<file path="src/rtl/trace_cap_pkg.sv">
package trace_cap_pkg;

    parameter int HI_W    = 8;
    parameter int PAGE_W  = 10;
    parameter int POST_W  = 18;
    parameter int RATE_W  = 5;
    parameter int TS_W    = 32;
    localparam int PTR_W  = HI_W + PAGE_W;

    typedef enum logic [1:0] {
        ST_IDLE = 2'd0,
        ST_PRE  = 2'd1,
        ST_POST = 2'd2,
        ST_DONE = 2'd3
    } cap_state_e;

    typedef struct packed {
        logic [PTR_W-1:0] base;
        logic [PTR_W-1:0] last;
    } region_t;

    typedef struct packed {
        logic [PTR_W-1:0] ptr;
        logic [TS_W-1:0]  stamp;
    } trig_rec_t;

    function automatic region_t make_region(input logic [HI_W-1:0] start_hi,
                                            input logic [HI_W-1:0] last_hi);
        region_t r;
        r.base = {start_hi, {PAGE_W{1'b0}}};
        r.last = {last_hi, {PAGE_W{1'b1}}};
        return r;
    endfunction

    function automatic logic [PTR_W-1:0] step_ptr(input logic [PTR_W-1:0] cur,
                                                  input region_t r);
        return (cur == r.last) ? r.base : cur + 1'b1;
    endfunction

endpackage

</file>
<file path="src/rtl/tc_decimator.sv">
module tc_decimator
    import trace_cap_pkg::*;
#(
    parameter int W = RATE_W
) (
    input  logic         clk,
    input  logic         rst,
    input  logic         clear,
    input  logic         sample,
    input  logic [W-1:0] rate,
    output logic         hit
);
    logic [W-1:0] cnt;
    logic [W:0]   cnt_inc;

    assign cnt_inc = {1'b0, cnt} + 1'b1;
    assign hit     = sample && (cnt == '0);

    always_ff @(posedge clk) begin
        if (rst || clear) begin
            cnt <= '0;
        end else if (sample) begin
            if (cnt_inc >= {1'b0, rate}) cnt <= '0;
            else                         cnt <= cnt_inc[W-1:0];
        end
    end
endmodule

</file>
<file path="src/rtl/tc_addr_gen.sv">
module tc_addr_gen
    import trace_cap_pkg::*;
#(
    parameter int HW = HI_W,
    parameter int PW = PAGE_W
) (
    input  logic           clk,
    input  logic           rst,
    input  logic           load,
    input  logic [HW-1:0]  start_hi,
    input  logic [HW-1:0]  last_hi,
    input  logic           advance,
    output logic [PTR_W-1:0] ptr,
    output region_t        region,
    output logic           at_last
);
    region_t reg_q;

    assign region  = reg_q;
    assign at_last = advance && (ptr == reg_q.last);

    always_ff @(posedge clk) begin
        if (rst) begin
            reg_q <= '0;
            ptr   <= '0;
        end else if (load) begin
            reg_q <= make_region(start_hi, last_hi);
            ptr   <= make_region(start_hi, last_hi).base;
        end else if (advance) begin
            ptr <= step_ptr(ptr, reg_q);
        end
    end
endmodule

</file>
<file path="src/rtl/tc_fsm.sv">
module tc_fsm
    import trace_cap_pkg::*;
#(
    parameter int PW = POST_W
) (
    input  logic          clk,
    input  logic          rst,
    input  logic          enable,
    input  logic          trigger,
    input  logic          wr,
    input  logic [PW-1:0] post_count,
    output cap_state_e    state,
    output logic          arm,
    output logic          capturing,
    output logic          trig_fire
);
    cap_state_e   state_q, state_d;
    logic [PW-1:0] remain_q, remain_d;

    assign state     = state_q;
    assign arm       = (state_q == ST_IDLE) && enable;
    assign capturing = enable && ((state_q == ST_PRE) || (state_q == ST_POST));
    assign trig_fire = (state_q == ST_PRE) && enable && trigger;

    always_comb begin
        state_d  = state_q;
        remain_d = remain_q;
        unique case (state_q)
            ST_IDLE: if (enable) state_d = ST_PRE;
            ST_PRE: begin
                if (!enable) begin
                    state_d = ST_IDLE;
                end else if (trigger) begin
                    remain_d = post_count;
                    state_d  = (post_count == '0) ? ST_DONE : ST_POST;
                end
            end
            ST_POST: begin
                if (!enable) begin
                    state_d = ST_IDLE;
                end else if (wr) begin
                    remain_d = remain_q - 1'b1;
                    if (remain_q == {{(PW-1){1'b0}}, 1'b1}) state_d = ST_DONE;
                end
            end
            ST_DONE: if (!enable) state_d = ST_IDLE;
            default: state_d = ST_IDLE;
        endcase
    end

    always_ff @(posedge clk) begin
        if (rst) begin
            state_q  <= ST_IDLE;
            remain_q <= '0;
        end else begin
            state_q  <= state_d;
            remain_q <= remain_d;
        end
    end
endmodule

</file>
<file path="src/rtl/trace_capture_ctrl.sv">
module trace_capture_ctrl
    import trace_cap_pkg::*;
#(
    parameter int HW  = HI_W,
    parameter int PGW = PAGE_W,
    parameter int PCW = POST_W,
    parameter int RW  = RATE_W,
    parameter int TW  = TS_W,
    localparam int AW = HW + PGW
) (
    input  logic           clk,
    input  logic           rst,
    input  logic           cfg_enable,
    input  logic [HW-1:0]  cfg_start_hi,
    input  logic [HW-1:0]  cfg_last_hi,
    input  logic [PCW-1:0] cfg_post_count,
    input  logic [RW-1:0]  cfg_rate,
    input  logic           sample_valid,
    input  logic           hw_trigger,
    input  logic           sw_trigger,
    input  logic [TW-1:0]  ts_in,
    output logic           mem_we,
    output logic [AW-1:0]  mem_addr,
    output logic [1:0]     st_state,
    output logic [AW-1:0]  st_trig_ptr,
    output logic [TW-1:0]  st_trig_stamp,
    output logic           st_first_fill
);
    cap_state_e state;
    logic       arm, capturing, trig_fire, hit, at_last;
    logic [RW-1:0] rate_q;
    region_t    region;
    logic [AW-1:0] ptr;
    trig_rec_t  rec_q;
    logic       first_fill_q;

    tc_fsm #(.PW(PCW)) u_fsm (
        .clk(clk), .rst(rst), .enable(cfg_enable),
        .trigger(hw_trigger || sw_trigger), .wr(mem_we),
        .post_count(cfg_post_count), .state(state), .arm(arm),
        .capturing(capturing), .trig_fire(trig_fire)
    );

    always_ff @(posedge clk) begin
        if (rst)      rate_q <= '0;
        else if (arm) rate_q <= cfg_rate;
    end

    tc_decimator #(.W(RW)) u_dec (
        .clk(clk), .rst(rst), .clear(arm),
        .sample(sample_valid && capturing), .rate(rate_q), .hit(hit)
    );

    tc_addr_gen #(.HW(HW), .PW(PGW)) u_addr (
        .clk(clk), .rst(rst), .load(arm),
        .start_hi(cfg_start_hi), .last_hi(cfg_last_hi),
        .advance(mem_we), .ptr(ptr), .region(region), .at_last(at_last)
    );

    assign mem_we   = hit;
    assign mem_addr = ptr;

    always_ff @(posedge clk) begin
        if (rst) begin
            rec_q        <= '0;
            first_fill_q <= 1'b1;
        end else begin
            if (trig_fire) begin
                rec_q.ptr   <= ptr;
                rec_q.stamp <= ts_in;
            end
            if (arm)          first_fill_q <= 1'b1;
            else if (at_last) first_fill_q <= 1'b0;
        end
    end

    assign st_state      = state;
    assign st_trig_ptr   = rec_q.ptr;
    assign st_trig_stamp = rec_q.stamp;
    assign st_first_fill = first_fill_q;
endmodule

</file>
<file path="config.mk">
export PLATFORM = sky130hd
export DESIGN_NAME = trace_capture_ctrl
export DESIGN_NICKNAME = d
export VERILOG_FILES = /design/src/rtl/trace_cap_pkg.sv /design/src/rtl/tc_decimator.sv /design/src/rtl/tc_addr_gen.sv /design/src/rtl/tc_fsm.sv /design/src/rtl/trace_capture_ctrl.sv
export SDC_FILE = /design/constraint.sdc
export NUM_CORES = 1
export LEC_CHECK = 0
export BUFFER_PORTS_ARGS = -buffer_cell sky130_fd_sc_hd__buf_2
export CORE_MARGIN = 2
export CORE_UTILIZATION = 57
export DETAILED_ROUTE_END_ITERATION = 12
export PLACE_DENSITY = 0.85
export SYNTH_ARGS = -nofsm -noshare
export SYNTH_HDL_FRONTEND = slang
export SYNTH_SLANG_ARGS = --single-unit
</file>
<file path="constraint.sdc">
create_clock -name clk -period 3.8 [get_ports clk]
set_clock_uncertainty 0.2 [all_clocks]
set_input_delay 0.19 -clock clk [delete_from_list [all_inputs] [get_ports clk]]
set_output_delay 0.19 -clock clk [all_outputs]
set_load 0.02 [all_outputs]
</file>
==> impl_metrics.yaml <==
outcome:
  status: "finished, final reports clean"
placement:
  io_buffers: 148
  place_inst: 950
  dpl_worst_slack_ns: 0.703
  hpwl_um: 10000
  gp_congestion: 0.890
global_route:
  grt_usage: 0.349
  antenna_found_initial: 0
  grt_start_max_net_pins: 64
  grt_overflow_total: 0
  grt_pass1_vias: 6028
  grt_pass1_wl_um: 28500
timing:
  hold_violations: 0
  finalMaxSlewViolations: 0
  setup_violations: 0
  worst_slew_pin_slew_ns: 1.16
  fin_hold_ws_ns: 0.0960
  setup_tns_ns: 0
  post-route-period-util: 0.938
  rsz0062_at_grt: "false"
  timing.fmax_mhz: 281
  slew_headroom: 0.225
  fin_ws_ns: 0.235
  post-route-min-period_ns: 3.57
die:
  die_height_um: 102
  die_area_um2: 10400
  io_pins: 149
  core_um2: 9280
  die_w_um: 102
  num_rows: 35
  start_util: 0.589
clock_tree:
  cts_setup_buffers: 0
  clock_sinks: 116
  cts-root-buf: "clkbuf_8"
  cts_inserted_buffers: 17
  clock_latency_ns: 0.53
  clk_pin_slew_ns: 0.06
  htreeDepth: 4
  cts_tree: "built"
  clockBufferDepth: 2
yosys:
  synth-async-reset-ratio: 0
  ys_seq_elements: 116
  synth_cells: 716
  syn_area_um2: 5470
  synth_enable_flop_cells: 0
  ys_warn_count: 0
  synth_cell_types: 55
  yosys_most_used_dff: "dfxtp_1"
  syn_avg_cell_area_um2: 7.64
  yosysSeqAreaShare: 0.424
  syn_nets: 808
worst_setup_path:
  cp_data_arrival_time_ns: 3.78
  cp-start-kind: "flop"
  critPathMaxFanout: 17
  crit_required_ns: 4.01
  reg2regPathDepth: 10
  path_class: "flop to flop"
  crit_path_end_kind: "flop"
pwr:
  ir_worst_vdd_mv: 0.321
  leakage_nw: 3.28
  power_density_nw_per_um2: 434
route:
  wl_per_cell_um: 16.7
  wl_met3_um: 1740
  top_layer: "met4"
  drt_wl_total_um: 17900
  dr.pass1.iters: 5
  antenna_left: 0
  viasPerCell: 5.83
  vias: 6265
  wl_met1_um: 7070
  drc: 0
  wl_met2_um: 8490
  drt_iter0_markers: 726
layout:
  fin_cells: 1075
  fillers: 536
  drive_gt1_frac: 0.209
  synthToLayoutAreaGrowth_pct: 40.9
  nets: 1025
  n_antenna_cell: 0
run:
  cap_violations: 0
hold_path:
  holdPathStages: 5
  min_path_type: "input port to flop"
per-layer routing:
metal  GRT usage  up-vias
li1            -     2917
met1       0.427     2865
met2       0.581      409
met3      0.0896       74
met4       0.159        0
met5           0        -
cells by family after synthesis:
kind of cell / after synthesis / share of synthesized area
compound gates: 184 / 0.196
xor+xnor: 20 / 0.0320
fa+ha+maj: 15 / 0.0343
buf+inv: 63 / 0.0466
flops: 116 / 0.424
mux: 4 / 0.00754
simple gates: 314 / 0.259
cells in the final DEF, fill, tap and decap left out, types with 13 or more instances in the layout:
cell type,n
nand2_1,196
buf_2,147
dfxtp_1,116
a21oi_1,98
dlygate4sd3_1,93
nor2_1,28
o21ai_0,17
clkbuf_16,16
ha_1,15
nor4_1,14
inv_1,13
nand3_1,13
path summary, 6_finish.rpt:
path	slack (ns)	startpoint	endpoint
worst max-delay path	0.23	u_fsm.state[1]	u_fsm.remain_q[7]
worst min-delay path	0.1	hw_trigger	u_fsm.state[0]
worst max register to register	0.23	u_fsm.state[1]	u_fsm.remain_q[7]
worst min register to register	0.25	st_trig_ptr[2]	st_trig_ptr[2]
registers in the layout, summed over array words and instances, names as in the netlist:
| name | count |
|---|---|
| u_addr.region | 17 |
| rate_q | 5 |
| u_addr.ptr | 18 |
| st_trig_stamp | 32 |
| u_fsm.state | 2 |
| u_fsm.remain_q | 18 |
| st_trig_ptr | 18 |
| st_first_fill | 1 |
| u_dec.cnt | 5 |
layout make-up:
| class | count | area (um2) | share of cell area |
|---|---|---|---|
| flip-flops and latches | 116 | 2320 | 0.301 |
| inverters | 14 | 53.8 | 0.00698 |
| repair buffers | 247 | 1720 | 0.223 |
| multi-input cells | 537 | 2910 | 0.378 |
| clock inverters | 13 | 110 | 0.0143 |
| clock buffers | 19 | 432 | 0.0560 |
| well taps | 129 | 161 | 0.0209 |
synth_stat cells (7+ instances only):
cell      instances  area, um2
o21ai_0          17       85.1
o22ai_1           9       56.3
nor4_1           14       87.6
nand2_1         196        736
a211oi_1          7       52.6
xnor2_1           9       78.8
nor3_1           11       55.1
a21boi_0          7       52.6
ha_1             15        188
or4_1             9       67.6
xor2_1           11       96.3
dfxtp_1         116       2320
nand3_1          13       65.1
clkbuf_1         40        150
inv_1            13       48.8
nor2_1           29        109
nand4_1           7       43.8
o21ai_1          12       60.1
a21oi_1          98        490
power by group:
group          total [mW]  switching, mW  internal, mW
logic               0.545          0.318         0.227
registers            1.33         0.0573          1.27
clock network        1.47          0.588         0.878
what timing repair did:
item,CTS,global route
setup endpoints to repair,0,4
hold endpoints to repair,88,0
resized for setup,0,1
hold buffers,93,0
through the flow:
| stage | util | instance area [um2] | power (mW) |
|---|---|---|---|
| 2_1_floorplan | - | 5470 | 1.64 |
| 3_3_place_gp | 0.671 | 6230 | 1.77 |
| 3_5_place_dp | 0.671 | 6230 | 1.79 |
| 4_1_cts | 0.830 | 7700 | 3.31 |
| 5_1_grt | 0.830 | 7710 | 3.46 |
| 6_report | 0.830 | 7710 | 3.34 |
critical path, stage by stage (launching register included):
cell	delay, ns
dfxtp_1	0.40
inv_1	0.11
ha_1	0.29
nand3_2	0.19
or4_4	0.67
a21oi_4	0.38
buf_4	0.30
nand2_1	0.11
a22oi_1	0.16
nor2_1	0.06
dlygate4sd3_1	0.57
Power figures use the tool's default switching activity.
